## config.mk

```make
export PLATFORM = sky130hd
export DESIGN_NAME = tamper_supervisor
export DESIGN_NICKNAME = d
export VERILOG_FILES = /design/src/rtl/tamper_pkg.sv /design/src/rtl/tamper_sync.sv /design/src/rtl/tamper_filter.sv /design/src/rtl/arm_ctrl.sv /design/src/rtl/tamper_supervisor.sv
export SDC_FILE = /design/constraint.sdc
export NUM_CORES = 1
export LEC_CHECK = 0
export ABC_AREA = 1
export BUFFER_PORTS_ARGS = -buffer_cell sky130_fd_sc_hd__buf_2
export CAP_MARGIN = 40
export CORE_MARGIN = 4
export CORE_UTILIZATION = 60
export CTS_CLUSTER_DIAMETER = 200
export DETAILED_ROUTE_END_ITERATION = 6
export GPL_ROUTABILITY_DRIVEN = 0
export PLACE_DENSITY = 0.81
export SETUP_SLACK_MARGIN = 0.15
export SYNTH_ARGS = -nofsm -noshare
export SYNTH_HDL_FRONTEND = slang
export SYNTH_SLANG_ARGS = --single-unit
```

## constraint.sdc

```tcl
create_clock -name clk -period 2.13 [get_ports clk]
set_input_delay 0.3195 -clock clk [delete_from_list [all_inputs] [get_ports clk]]
set_output_delay 0.3195 -clock clk [all_outputs]
set_load 0.1 [all_outputs]
```

## src/rtl/tamper_pkg.sv

```systemverilog
package tamper_pkg;
  typedef enum logic [1:0] {
    DRV_ON  = 2'b00,
    DRV_HIZ = 2'b01,
    DRV_GND = 2'b10
  } drv_mode_e;

  function automatic drv_mode_e variant_mode(input logic [1:0] sel);
    case (sel)
      2'b00:   return DRV_ON;
      2'b01:   return DRV_HIZ;
      default: return DRV_GND;
    endcase
  endfunction
endpackage

```

## src/rtl/tamper_sync.sv

```systemverilog
module tamper_sync #(
  parameter logic RST_VAL = 1'b0
) (
  input  logic clk,
  input  logic rst_n,
  input  logic d,
  output logic q
);
  logic [1:0] stg_q;

  always_ff @(posedge clk or negedge rst_n) begin
    if (!rst_n) stg_q <= {2{RST_VAL}};
    else        stg_q <= {stg_q[0], d};
  end

  assign q = stg_q[1];
endmodule

```

## src/rtl/tamper_filter.sv

```systemverilog
module tamper_filter #(
  parameter int   FILT_LEN = 4,
  parameter logic IDLE     = 1'b0
) (
  input  logic clk,
  input  logic rst_n,
  input  logic raw,
  output logic lvl
);
  localparam int CNT_W = $clog2(FILT_LEN + 1);
  localparam logic [CNT_W-1:0] LAST = CNT_W'(FILT_LEN - 1);

  logic             smp;
  logic [CNT_W-1:0] cnt_q, cnt_d;
  logic             lvl_q, lvl_d;

  tamper_sync #(.RST_VAL(IDLE)) u_sync (
    .clk(clk), .rst_n(rst_n), .d(raw), .q(smp)
  );

  always_comb begin
    cnt_d = '0;
    lvl_d = lvl_q;
    if (smp != lvl_q) begin
      if (cnt_q == LAST) lvl_d = smp;
      else               cnt_d = cnt_q + 1'b1;
    end
  end

  always_ff @(posedge clk or negedge rst_n) begin
    if (!rst_n) begin
      cnt_q <= '0;
      lvl_q <= IDLE;
    end else begin
      cnt_q <= cnt_d;
      lvl_q <= lvl_d;
    end
  end

  assign lvl = lvl_q;

  // the filtered level can only move to a value the synchronizer has shown
  a_r4_follows_sample: assert property (@(posedge clk) disable iff (!rst_n)
    (lvl_q != $past(lvl_q)) |-> ($past(smp) == lvl_q));
endmodule

```

## src/rtl/arm_ctrl.sv

```systemverilog
module arm_ctrl #(
  parameter int REC_CYCLES = 16
) (
  input  logic clk,
  input  logic rst_n,
  input  logic pwr_raw,
  output logic armed
);
  localparam int CNT_W = $clog2(REC_CYCLES + 1);
  localparam logic [CNT_W-1:0] LAST = CNT_W'(REC_CYCLES - 1);

  logic             pwr_s;
  logic [CNT_W-1:0] cnt_q, cnt_d;
  logic             armed_q, armed_d;

  tamper_sync #(.RST_VAL(1'b0)) u_sync (
    .clk(clk), .rst_n(rst_n), .d(pwr_raw), .q(pwr_s)
  );

  always_comb begin
    cnt_d   = '0;
    armed_d = armed_q;
    if (!armed_q && pwr_s) begin
      if (cnt_q == LAST) armed_d = 1'b1;
      else               cnt_d   = cnt_q + 1'b1;
    end
  end

  always_ff @(posedge clk or negedge rst_n) begin
    if (!rst_n) begin
      cnt_q   <= '0;
      armed_q <= 1'b0;
    end else begin
      cnt_q   <= cnt_d;
      armed_q <= armed_d;
    end
  end

  assign armed = armed_q;

  // once armed, stays armed until reset
  a_r7_armed_sticky: assert property (@(posedge clk) disable iff (!rst_n)
    armed_q |=> armed_q);
  // arming happens only while main power is seen as good
  a_r6_arm_needs_power: assert property (@(posedge clk) disable iff (!rst_n)
    $rose(armed_q) |-> $past(pwr_s));
endmodule

```

## src/rtl/tamper_supervisor.sv

```systemverilog
module tamper_supervisor
  import tamper_pkg::*;
#(
  parameter int FILT_LEN   = 4,
  parameter int REC_CYCLES = 16
) (
  input  logic       clk,
  input  logic       rst_n,
  input  logic [3:0] tamper_in,
  input  logic       over_volt,
  input  logic       under_volt,
  input  logic       main_pwr_ok,
  input  logic [1:0] variant,
  output logic       alarm_n,
  output logic       vout_en,
  output logic [1:0] vout_mode
);
  localparam int         N_LINES  = 4;
  localparam logic [3:0] IDLE_LVL = 4'b0101;

  logic [1:0]         rst_sq;
  logic               rst_core_n;
  logic [N_LINES-1:0] lvl;
  logic               ov_s, uv_s, armed, fault;
  logic               alarm_d, alarm_q;
  drv_mode_e          mode_d, mode_q;
  logic               en_d, en_q;

  always_ff @(posedge clk or negedge rst_n) begin
    if (!rst_n) rst_sq <= 2'b00;
    else        rst_sq <= {rst_sq[0], 1'b1};
  end
  assign rst_core_n = rst_sq[1];

  for (genvar i = 0; i < N_LINES; i++) begin : g_line
    tamper_filter #(.FILT_LEN(FILT_LEN), .IDLE(IDLE_LVL[i])) u_filt (
      .clk(clk), .rst_n(rst_core_n), .raw(tamper_in[i]), .lvl(lvl[i])
    );
  end

  tamper_sync #(.RST_VAL(1'b0)) u_ov (
    .clk(clk), .rst_n(rst_core_n), .d(over_volt), .q(ov_s)
  );
  tamper_sync #(.RST_VAL(1'b0)) u_uv (
    .clk(clk), .rst_n(rst_core_n), .d(under_volt), .q(uv_s)
  );

  arm_ctrl #(.REC_CYCLES(REC_CYCLES)) u_arm (
    .clk(clk), .rst_n(rst_core_n), .pwr_raw(main_pwr_ok), .armed(armed)
  );

  always_comb begin
    fault   = (|(lvl ^ IDLE_LVL)) | ov_s | uv_s;
    alarm_d = armed & fault;
    mode_d  = alarm_d ? variant_mode(variant) : DRV_ON;
    en_d    = (mode_d != DRV_HIZ);
  end

  always_ff @(posedge clk or negedge rst_core_n) begin
    if (!rst_core_n) begin
      alarm_q <= 1'b0;
      mode_q  <= DRV_ON;
      en_q    <= 1'b1;
    end else begin
      alarm_q <= alarm_d;
      mode_q  <= mode_d;
      en_q    <= en_d;
    end
  end

  assign alarm_n   = ~alarm_q;
  assign vout_en   = en_q;
  assign vout_mode = mode_q;

  // no alarm is reported while disarmed
  a_r5_quiet_unarmed: assert property (@(posedge clk) disable iff (!rst_core_n)
    !armed |=> alarm_n);
  // with no condition present the alarm releases
  a_r3_release: assert property (@(posedge clk) disable iff (!rst_core_n)
    !fault |=> alarm_n);
  // high impedance never coexists with the enable
  a_r8_hiz_disabled: assert property (@(posedge clk) disable iff (!rst_core_n)
    (vout_mode == DRV_HIZ) |-> !vout_en);
  // outside an alarm the output is driven on
  a_r8_normal_on: assert property (@(posedge clk) disable iff (!rst_core_n)
    alarm_n |-> (vout_mode == DRV_ON && vout_en));
endmodule

```

After elaboration in Yosys (flattened, before gate mapping)
Cells that the tools add are included.
{ "totals": {"ff_bits": 42, "latchBits": 0, "ramBits": 0, "mem_bits_ro": 0, "inputBits": 11, "out_inout_bits": 4, "elab_cells": 63, "n_memories": 0} }
{ "classes": {"add_sub_neg": 5, "mul": 0, "n_div": 0, "order_cmp": 0, "n_eq_ne": 11, "n_shift": 0, "n_mux": 12, "bitwise": 5, "reduce_logical": 9} }
{ "op_table": {"columns": ["operator", "n"], "rows": [
  ["$mux 3", 8],
  ["$add 3x1->3 const B", 4],
  ["$eq 3x2->1 const B", 4],
  ["$mux 5", 2],
  ["$reduce_and 2->1", 5],
  ["$add 5x1->5 const B", 1],
  ["$eq 5x4->1 const B", 1],
  ["$ne 1x1->1", 4],
  ["$pmux 2 s2", 1],
  ["$reduce_or 4->1", 1],
  ["$eq 2x1->1 const B", 1],
  ["$logic_not 2->1", 1],
  ["$mux 2", 1],
  ["$ne 2x1->1 const B", 1],
  ["$not 2->2", 1],
  ["$or 1x1->1", 2],
  ["$and 1x1->1", 1],
  ["$logic_and 1x1->1", 1],
  ["$logic_not 1->1", 1],
  ["$not 1->1", 1]
]} }

Logic depth before layout (Yosys ltp)
Gate-level depths: netlist of the first run.
{ "logic_depth": {"depth_word": 7, "ltp_mapped": 6, "mapped_depth_nobuf": 6} }

Cells and area by module
Synthesis of the first run repeated with hierarchy kept, for this count alone.
{ "unflattened": {"cells_unflattened": 152, "hier_area_um2": 1585.3} }
{ "by_module_without_submodules": {"columns": ["mod", "n_inst", "cells_per_inst", "area_per_inst_um2", "seq_area_each_um2"], "rows": [
  ["tamper_filter (g_line[0].u_filt ...)", 2, 23, 190.2, 101.3],
  ["tamper_filter (g_line[1].u_filt ...)", 2, 23, 188.9, 100.1],
  ["arm_ctrl", 1, 26, 250.2, 150.1],
  ["tamper_sync (g_line[1].u_filt.u_sync ...)", 5, 2, 50.0, 50.0],
  ["tamper_supervisor", 1, 20, 221.5, 151.4],
  ["tamper_sync (g_line[0].u_filt.u_sync ...)", 2, 2, 52.6, 52.6]
]} }

Least setup slack after synthesis of the first run
OpenSTA, ideal clock, no wires.
{ "synth_path": {"path_kind": "register to output", "start": "reg alarm_q", "end": "out alarm_n", "t_arrival_ps": 926, "required_ps": 1811, "setup_slack_ps": 884, "stages_incl_launch_ff": 2, "path_buffers": 0, "cell_sequence": "dfrtp_1 inv_1"} }
{ "synth_between": {"elab_chain_len": 1} }
{ "synth_rtl": {"columns": ["item", "line_no", "source"], "rows": [
  ["from (decl)", "tamper_supervisor.sv:25", "logic alarm_d, alarm_q;"],
  ["from (signal assigned)", "tamper_supervisor.sv:65", "alarm_q <= alarm_d;"],
  ["$not 1->1", "tamper_supervisor.sv:71", "assign alarm_n = ~alarm_q;"],
  ["to (decl)", "tamper_supervisor.sv:14", "output logic alarm_n,"]
]} }
No other way between the ends.

Worst setup path in the final report of the first run
{ "layout_path": {"start": "reg en_q (netlist: vout_en)", "end": "out vout_en"} }
{ "layout_rtl": {"columns": ["item", "line_no", "source"], "rows": [
  ["from (decl)", "tamper_supervisor.sv:27", "logic en_d, en_q;"],
  ["from (signal assigned)", "tamper_supervisor.sv:67", "en_q <= en_d;"],
  ["to (decl)", "tamper_supervisor.sv:15", "output logic vout_en,"]
]} }
No word-level cell between the ends.

==> results of run 1 <==
## layout make-up
| class | instances | area, um^2 | area share |
|---|---|---|---|
| Sequential cell | 42 | 1060 | 0.627 |
| Timing Repair Buffer | 17 | 95.1 | 0.0563 |
| Clock buffer | 5 | 37.5 | 0.0222 |
| Tap cell | 28 | 35.0 | 0.0207 |
| Inverter | 17 | 65.1 | 0.0385 |
| Clock inverter | 3 | 40.0 | 0.0237 |
| Multi-Input combinational cell | 66 | 358 | 0.212 |
## synth_stat cells, drive strengths merged
| cell | instances |
|---|---|
| a21oi | 1 |
| o21bai | 1 |
| nand2 | 21 |
| nand3b | 1 |
| conb | 1 |
| nor2 | 16 |
| xnor2 | 4 |
| nand3 | 2 |
| ha | 5 |
| clkinv | 1 |
| dfstp | 7 |
| o21ai | 5 |
| nand4 | 1 |
| dfrtp | 35 |
| inv | 16 |
| nor3 | 8 |
## registers in the layout, summed over array words and instances (netlist names)
signal,flops
u_uv.stg_q,2
rst_sq,2
u_arm.u_sync.stg_q,2
vout_mode,2
alarm_q,1
u_ov.stg_q,2
g_line.u_filt.lvl,4
g_line.u_filt.u_sync.stg_q,8
g_line.u_filt.cnt_q,12
u_arm.armed,1
vout_en,1
u_arm.cnt_q,5
## per-layer routing
metal	vias to the layer above	wire length, um	GRT usage
met4	0	34	0.0795
li1	436	-	-
met2	17	947	0.240
met1	385	827	0.169
met3	6	114	0.0624
met5	-	0	0
## metrics by stage
step	std cells	power, mW	utilization	setup slack (ns)
2_1_floorplan	125	1.22	-	0.884
3_3_place_gp	169	1.26	0.704	0.908
3_5_place_dp	169	1.28	0.704	0.908
4_1_cts	178	1.77	0.743	0.511
5_1_grt	178	1.87	0.743	0.478
6_report	178	1.74	0.743	0.530
## final timing paths
path                           startpoint                                to  cells past startpoint
max                               vout_en                           vout_en                      1
min                          tamper_in[2]  g_line[2].u_filt.u_sync.stg_q[0]                      1
max reg2reg                u_arm.cnt_q[0]                    u_arm.cnt_q[0]                      6
min reg2reg                     rst_sq[1]                    u_arm.cnt_q[4]                      1
max in group asynchronous       rst_sq[1]  g_line[2].u_filt.u_sync.stg_q[0]                      1
min in group asynchronous       rst_sq[1]                    u_arm.cnt_q[4]                      1
## repair_timing
action / 4_1_cts / 5_1_grt
endpoints found under the setup margin: 0 / 0
hold endpoints to repair: 2 / 0
hold buffers: 1 / 0
## kinds of logic after synthesis
kind of cell / count (synthesis)
AO/OA/AOI/OAI: 7
XOR/XNOR: 4
adder cells (fa/ha/maj): 5
buffers and inverters: 17
flip-flops: 42
other: 1
AND/OR/NAND/NOR: 49
## power by group through the flow
stage               Sequential, mW  Combinational, mW  Clock (mW)
global placement              1.00              0.263           0
CTS                          0.994              0.279       0.495
global route                  1.01              0.321       0.535
floorplan                     1.00              0.215           0
finish                       0.992              0.274       0.475
detailed placement            1.01              0.275           0
==> impl_metrics.csv, run 1 <==
group,metric,value,unit
logic_synthesis,synth_compound_area_frac,0.0278,
setup_path,cp_slowest_cell,"dfstp_2",
logic_synthesis,synth_top_area_frac,0.591,
sta,fmax,0.625,GHz
global_route,grt_usage,0.149,
setup_path,reg2reg_setup_slack,1.04,ns
power_and_ir_drop,p_int,1.29,mW
sta,hold_viol_final,0,
finish,fin_nets,165,
clock_tree,clkLatencyLatePin,0.34,ns
logic_synthesis,ys_warn_count,0,
clock_tree,cts_tree,"done",
route,drtPass1Iterations,4,
sta,rsz0062_at_grt,"no",
sta,holdWs,0.0673,ns
finish,final_cell_mix,"35 x dfrtp_1, 20 x nand2_1, 14 x nor2_1, 14 x buf_2, 12 x inv_1",
setup_path,cpPeakStageDelay,0.53,ns
route,via_per_inst,4.74,
logic_synthesis,yosys.area_share.simple,0.145,
sta,drv_slew,0,
route,wirelength,1.92,mm
finish,final_common_cell,"dfrtp_1",
power_and_ir_drop,p_sw_frac,0.259,
finish,stdcell_area,1690,um^2
setup_path,required,1.81,ns
finish,drive_gt1_frac,0.273,
clock_tree,cts_max_level,2,
setup_path,path_buf_inv,1,
floorplanning,die-area,3330,um^2
setup_path,crit_family,"flip-flops",
clock_tree,cts_buffer_depth,2,
setup_path,cp-end-kind,"output pin",
logic_synthesis,postSynthAreaPerCell,11.9,um^2
power_and_ir_drop,clkPwrFrac,0.273,
finish,nFillCells,150,
place,post-dp-hpwl,1.36,mm
power_and_ir_drop,p_seq_frac,0.570,
sta,finalSetupViolCount,0,
global_route,overflow,0,
global_route,antenna_found_initial,0,
job,maxCapViolations,0,
route,ant_nets,0,
clock_tree,cts-root-buf,"clkbuf_4",
floorplanning,core-area,2280,um^2
logic_synthesis,yosysTopAreaCell,"dfrtp_1",
power_and_ir_drop,pwr_density_cell,1030,nW/um^2
setup_path,path_class,"reg2out",
route,wl_per_cell,10.8,um
status,status,"complete, no violations",
worst_hold_path,hold_path_class,"in2reg",
route,vias,844,
logic_synthesis,synth_cell_types,21,
clock_tree,cts_buffers,5,
clock_tree,cts_resized,0,
power_and_ir_drop,comb_power_share,0.157,
route,drc,0,
setup_path,critPathArrivalTime,1.28,ns
sta,fin_crit_sh,0.751,
logic_synthesis,synth_top_family_by_area,"simple AND/OR/NAND/NOR gates",
setup_path,start_kind,"register",
floorplanning,rows,17,
logic_synthesis,synth_cells,125,
setup_path,path_cells,"buf_2",
logic_synthesis,netlist_top_cells_area,"dfrtp_1 59%, dfstp_2 12%, nand2_1 5.1%, ha_1 4.2%, nor2_1 3.5%",
floorplanning,dieHeight,57.7,um
floorplanning,start_util,0.651,
clock_tree,clock-sinks,42,
power_and_ir_drop,p_leak,0.859,nW
logic_synthesis,syn_nets,141,
clock_tree,path_clk_slew,0.11,ns
logic_synthesis,synth_fa_ha_area_frac,0.0422,
global_route,grt_max_degree,23,
finish,area_delta_synth_final,14.0,%
setup_path,path_max_fanout,1,
sta,period_needed,1.60,ns
place,dpl_cell_area,1600,um^2
logic_synthesis,syn-cell-area,1480,um^2
logic_synthesis,yosysSeqAreaShare,0.715,
logic_synthesis,synth-xor-area-share,0.0236,
global_route,grt_pass1_vias,872,
global_route,grt_pass1_wl,3.63,mm
sta,tns,0,ns
floorplanning,die_w,57.7,um
logic_synthesis,synthMuxAreaShare,0,
place,port_buffers,14,
route,drt_iter0_markers,7,
logic_synthesis,synth-seq-cells,42,
clock_tree,post_cts_buffers,0,
sta,skew,0.00669,ns
power_and_ir_drop,p_switching,451,uW
power_and_ir_drop,ir_drop,0.795,mV
floorplanning,ios,15,
finish,n_antenna_cell,0,
No activity file was read; power rests on OpenSTA's default activity.
==> run 2: changes to the inputs <==
- CORE_UTILIZATION: 60 -> 50
- PLACE_DENSITY: 0.81 -> 0.72
- clock period: 2.13 -> 1.42 ns (I/O delays scaled with it)
==> run 2 against run 1 <==
Clock power rose by 11%. Worst hold slack improved by 0.036 ns. Final cell count up 5.1%.
==> impl_metrics.csv, run 2 (synthesized netlist as in run 1, its figures left out) <==
group,metric,value,unit
floorplanning,ios,15,
clock_tree,path_clk_slew,0.11,ns
setup_path,required,1.21,ns
floorplanning,core-area,2810,um^2
finish,final_util,0.631,
global_route,grt_usage,0.126,
setup_path,path_buf_inv,1,
place,dp.cells,171,
global_route,grt_pass1_vias,878,
sta,period_needed,1.29,ns
finish,drive_gt1_frac,0.237,
floorplanning,die-area,3900,um^2
global_route,overflow,0,
clock_tree,post_cts_buffers,0,
floorplanning,dieHeight,62.5,um
sta,tns,0,ns
global_route,grt_max_degree,33,
finish,final_cell_mix,"35 x dfrtp_1, 20 x nand2_1, 14 x nor2_1, 12 x inv_1, 10 x buf_2",
power_and_ir_drop,p_leak,0.883,nW
floorplanning,die_w,62.5,um
floorplanning,start_util,0.529,
route,wirelength,2.02,mm
clock_tree,cts_tree,"done",
sta,drv_slew,0,
power_and_ir_drop,pwr_density_cell,1390,nW/um^2
place,post-dp-hpwl,1.47,mm
clock_tree,cts-root-buf,"clkbuf_4",
setup_path,path_class,"reg2out",
finish,final_cells,187,
sta,fin_ws,0.133,ns
sta,fin_crit_sh,0.906,
clock_tree,clock-sinks,42,
route,drtPass1Iterations,6,
setup_path,start_kind,"register",
sta,fmax,0.777,GHz
clock_tree,cts_buffers,5,
finish,nFillCells,230,
status,status,"complete, no violations",
floorplanning,rows,19,
sta,rsz0062_at_grt,"yes",
worst_hold_path,hold_path_class,"in2reg",
sta,hold_viol_final,0,
sta,skew,0.00601,ns
route,via_per_inst,4.78,
clock_tree,clkLatencyLatePin,0.33,ns
finish,regMostFlops,"g_line.u_filt.cnt_q",
global_route,antenna_found_initial,0,
global_route,grt_pass1_wl,3.75,mm
setup_path,path_max_fanout,1,
route,drt_iter0_markers,22,
route,drc,0,
finish,area_delta_synth_final,19.4,%
clock_tree,cts_buffer_depth,2,
setup_path,cpPeakStageDelay,0.57,ns
route,wl_per_cell,10.8,um
sta,finalSetupViolCount,0,
place,port_buffers,14,
finish,n_antenna_cell,0,
route,vias,893,
finish,fin_nets,171,
setup_path,crit_family,"flip-flops",
setup_path,cp_slowest_cell,"dfstp_2",
clock_tree,cts_max_level,2,
place,place_ws,0.343,ns
finish,final_common_cell,"dfrtp_1",
job,maxCapViolations,0,
finish,largest_reg_flops,12,
setup_path,critPathArrivalTime,1.07,ns
finish,top_regs,"g_line.u_filt.cnt_q (12), g_line.u_filt.u_sync.stg_q (8), u_arm.cnt_q (5)",
power_and_ir_drop,ir_drop,0.805,mV
setup_path,cp-end-kind,"output pin",
route,ant_nets,0,
setup_path,path_cells,"buf_12",
-- run 2: cell count changes in the layout (fill, tap and decap cells not counted) --
| cell | delta |
|---|---|
| dlygate4sd3_1 | +7 |
| clkbuf_1 | +3 |
| bufinv_16 | -1 |
| clkinv_2 | -2 |
| buf_12 | +2 |
| buf_2 | -4 |
| buf_8 | +1 |
-- run 2: stage by stage --
| step | hold slack, ns | power [mW] | area (um^2) |
|---|---|---|---|
| floorplan | -0.0826 | 1.83 | 1480 |
| global placement | -0.00208 | 1.90 | 1630 |
| detailed placement | 0.000446 | 1.95 | 1630 |
| CTS | 0.0908 | 2.50 | 1760 |
| global route | 0.108 | 2.66 | 1770 |
| finish | 0.103 | 2.46 | 1770 |
-- run 2: worst register-to-register path, cell delays in order, from the launching register on --
cell and delay [ns]:
dfrtp_1 0.41, ha_1 0.20, nand2_1 0.07, nor2_2 0.11, nand2_2 0.07, nand2_1 0.09
nor2_1 0.05
-- run 2: layer usage --
layer | GRT usage | routed length [um] | part of all wire
met5 | 0 | 0 | 0
met4 | 0.0523 | 19 | 0.0094
met3 | 0.0540 | 117 | 0.058
met2 | 0.209 | 1050 | 0.52
met1 | 0.144 | 836 | 0.41
-- run 2: path summary, 6_finish.rpt --
kind                                start                         to  slack [ns]  depth (start not counted)
min in group asynchronous           rst_n                  rst_sq[0]        0.17                          2
hold reg to reg                 rst_sq[1]  g_line[3].u_filt.cnt_q[1]        0.17                          0
max in group asynchronous       rst_sq[1]       g_line[2].u_filt.lvl        0.68                          1
setup reg to reg           u_arm.cnt_q[0]             u_arm.cnt_q[0]        0.33                          6
setup / recovery                  vout_en                    vout_en        0.13                          1
hold / removal                 variant[1]               vout_mode[1]        0.10                          3
-- run 2: area by class of cell --
| cell class | count | area, um^2 | share of cell area |
|---|---|---|---|
| repair buffers | 23 | 200 | 0.113 |
| multi-input cells | 66 | 358 | 0.202 |
| well taps | 31 | 38.8 | 0.0219 |
| inverters | 17 | 65.1 | 0.0367 |
| flip-flops and latches | 42 | 1060 | 0.599 |
| clock buffers | 8 | 48.8 | 0.0276 |
-- run 2: where the power goes --
| group | total [mW] | internal [mW] | switching (mW) |
|---|---|---|---|
| sequential | 1.50 | 1.39 | 0.107 |
| clock | 0.529 | 0.198 | 0.331 |
| combinational | 0.437 | 0.199 | 0.238 |
-- run 2: repair_timing --
item,4_1_cts,5_1_grt
gates resized for setup,3,2
setup endpoints to repair,4,2
endpoints found under the hold margin,9,0
hold buffers,8,0
==> run 3: changes to the inputs <==
- CORE_UTILIZATION: 50 -> 51
- PLACE_DENSITY: 0.72 -> 0.73
- SYNTH_HIERARCHICAL: not set -> 1
==> run 3 against run 2 <==
Final cell count rose by 14%. Synthesized cell count rose by 22%. Register-to-register slack improved by 0.05 ns. Setup slack improved by 0.013 ns. Maximum frequency rose by 1.0%. Synthesized area rose by 6.9%. Global-route usage rose by 0.77 points. Sequential power barely moved. Combinational power rose by 22%.
==> impl_metrics.csv, run 3 <==
group,metric,value,unit
logic_synthesis,syn-cell-area,1590,um^2
logic_synthesis,synth_ff_type,"dfrtp_1",
clock_tree,cts_buffers,5,
sta,drv_slew,0,
job,maxCapViolations,0,
place,dp.cells,198,
logic_synthesis,synth-seq-cells,42,
sta,rsz0062_at_grt,"yes",
power_and_ir_drop,clkPwrFrac,0.263,
global_route,grt_usage,0.134,
route,via_per_inst,4.73,
logic_synthesis,synth_compound_area_frac,0.0110,
logic_synthesis,synthMuxAreaShare,0,
finish,drive_gt1_frac,0.246,
global_route,grt_max_degree,32,
power_and_ir_drop,p_leak,0.979,nW
finish,fin_nets,198,
finish,top_regs,"g_line.u_filt/cnt_q (12), g_line.u_filt/u_sync/stg_q (8), u_arm/cnt_q (5)",
setup_path,start_kind,"register",
setup_path,path_max_fanout,1,
setup_path,path_class,"reg2out",
status,status,"complete, no violations",
clock_tree,post_cts_buffers,0,
setup_path,path_buf_inv,1,
clock_tree,cts_tree,"done",
logic_synthesis,ys_warn_count,6,
logic_synthesis,synth_top_area_frac,0.552,
logic_synthesis,postSynthAreaPerCell,10.4,um^2
place,port_buffers,14,
logic_synthesis,async_flop_share,1.00,
finish,final_common_cell,"dfrtp_1",
clock_tree,cts_max_level,2,
floorplanning,rows,19,
logic_synthesis,synth_cell_types,17,
setup_path,cpPeakStageDelay,0.56,ns
clock_tree,cts_buffer_depth,2,
logic_synthesis,netlist_top_cells_area,"dfrtp_1 55%, dfstp_2 12%, nand2_1 6.9%, inv_1 6.6%, nand2_2 5.1%",
global_route,antenna_found_initial,0,
route,drtPass1Iterations,4,
floorplanning,start_util,0.556,
route,wirelength,2.26,mm
floorplanning,core-area,2850,um^2
power_and_ir_drop,pwr_density_cell,1460,nW/um^2
setup_path,startpoint,"vout_en",
finish,n_antenna_cell,0,
logic_synthesis,synth_commonest_cells,"35 x dfrtp_1, 29 x nand2_1, 28 x inv_1, 18 x nor2_1, 13 x nand2_2",
global_route,met3_usage,0.0438,
global_route,use_met1,0.150,
finish,final_cells,214,
finish,regMostFlops,"g_line.u_filt/cnt_q",
finish,area_delta_synth_final,19.8,%
setup_path,critPathArrivalTime,1.06,ns
sta,tns,0,ns
floorplanning,dieHeight,63.8,um
worst_hold_path,hold_path_class,"in2reg",
sta,fmax,0.785,GHz
power_and_ir_drop,ir_drop,0.722,mV
finish,final_cell_mix,"35 x dfrtp_1, 29 x nand2_1, 28 x inv_1, 18 x nor2_1, 13 x nand2_2",
finish,final_util,0.666,
global_route,busiest_layer,"met2",
finish,largest_reg_flops,12,
setup_path,cp-end-kind,"output pin",
clock_tree,cts-root-buf,"clkbuf_4",
floorplanning,die-area,4060,um^2
logic_synthesis,synth_most_common_cell,"dfrtp_1",
setup_path,r2r-start,"u_arm/cnt_q[0]",
logic_synthesis,syn_nets,168,
setup_path,required,1.21,ns
logic_synthesis,yosysTopAreaCell,"dfrtp_1",
route,ant_nets,0,
power_and_ir_drop,comb_power_share,0.192,
route,drt_iter0_markers,45,
power_and_ir_drop,p_switching,786,uW
setup_path,crit_family,"flip-flops",
power_and_ir_drop,power,2.78,mW
sta,period_needed,1.27,ns
floorplanning,ios,15,
clock_tree,path_clk_slew,0.11,ns
clock_tree,clkLatencyLatePin,0.33,ns
floorplanning,die_w,63.8,um
sta,fin_crit_sh,0.897,
finish,nFillCells,217,
place,dpl_cell_area,1730,um^2
logic_synthesis,synth_top_family_by_area,"simple AND/OR/NAND/NOR gates",
clock_tree,clock-sinks,42,
setup_path,cp_slowest_cell,"dfstp_2",
finish,stdcell_area,1900,um^2
worst_hold_path,hp-start,"variant[1]",
global_route,use_met2,0.235,
sta,finalSetupViolCount,0,
global_route,overflow,0,
power_and_ir_drop,p_int,2.00,mW
route,vias,1012,
power_and_ir_drop,p_seq_frac,0.544,
route,wl_per_cell,10.6,um
global_route,grt_pass1_wl,4.29,mm
route,drc,0,
place,post-dp-hpwl,1.66,mm
sta,skew,0.00391,ns
logic_synthesis,yosys.area_share.simple,0.212,
logic_synthesis,yosysSeqAreaShare,0.669,
logic_synthesis,synth-xor-area-share,0,
power_and_ir_drop,p_sw_frac,0.283,
logic_synthesis,synth_fa_ha_area_frac,0.0395,
logic_synthesis,synth_cells,152,
setup_path,path_cells,"buf_12",
logic_synthesis,synth_edf_count,0,
global_route,grt_pass1_vias,1083,
sta,hold_viol_final,0,
[run 3: cell types whose count changed after synthesis, sizes merged]
cell    before  now
and3         0    1
clkinv       1    0
inv         16   28
nand2       21   42
nand3        2    7
nand4        1    2
nor2        16   20
nor3         8    0
o21ai        5    1
xnor2        4    0
[run 3: what timing repair did]
action,in CTS,in global routing
endpoints found under the hold margin,9,0
resized for setup,3,1
setup endpoints to repair,4,2
hold buffers,8,0
[run 3: worst paths after layout]
kind,end,slack [ns],cells after the start
worst max-delay path,vout_en,0.15,1
worst min-delay path,vout_mode[1],0.11,3
worst max register to register,u_arm/cnt_q[3],0.38,4
worst min register to register,u_uv/stg_q[0],0.17,0
max in group asynchronous,vout_en,0.68,1
min in group asynchronous,rst_sq[0],0.17,2
[run 3: area by class of cell]
class	count	area (um^2)	share of cell area
clock inverters	2	37.5	0.0198
inverters	28	105	0.0553
well taps	31	38.8	0.0204
repair buffers	23	196	0.103
multi-input cells	82	420	0.221
clock buffers	6	41.3	0.0217
flip-flops and latches	42	1060	0.558
[run 3: logic make-up after synthesis]
group / Yosys count
other: 1
AO/OA/AOI/OAI: 3
adder cells (fa/ha/maj): 5
AND/OR/NAND/NOR: 73
flip-flops: 42
buffers and inverters: 28
[run 3: metrics by stage]
stage | hold slack (ns) | setup slack (ns)
global route | 0.102 | 0.103
CTS | 0.0956 | 0.124
global placement | -0.00211 | 0.419
floorplan | -0.0826 | 0.177
detailed placement | 0.00301 | 0.393
finish | 0.112 | 0.146
[run 3: metal layers]
layer / vias up / share of wire
li1: 515 / -
met1: 474 / 0.42
met2: 18 / 0.52
met3: 5 / 0.044
met4: 0 / 0.015
met5: - / 0
[run 3: power groups by stage]
stage	clock network [mW]	registers [mW]	logic [mW]
after floorplan	0	1.52	0.412
after global placement	0	1.53	0.486
after detailed placement	0	1.54	0.523
after CTS	0.760	1.51	0.546
after global routing	0.823	1.54	0.630
final	0.733	1.51	0.535
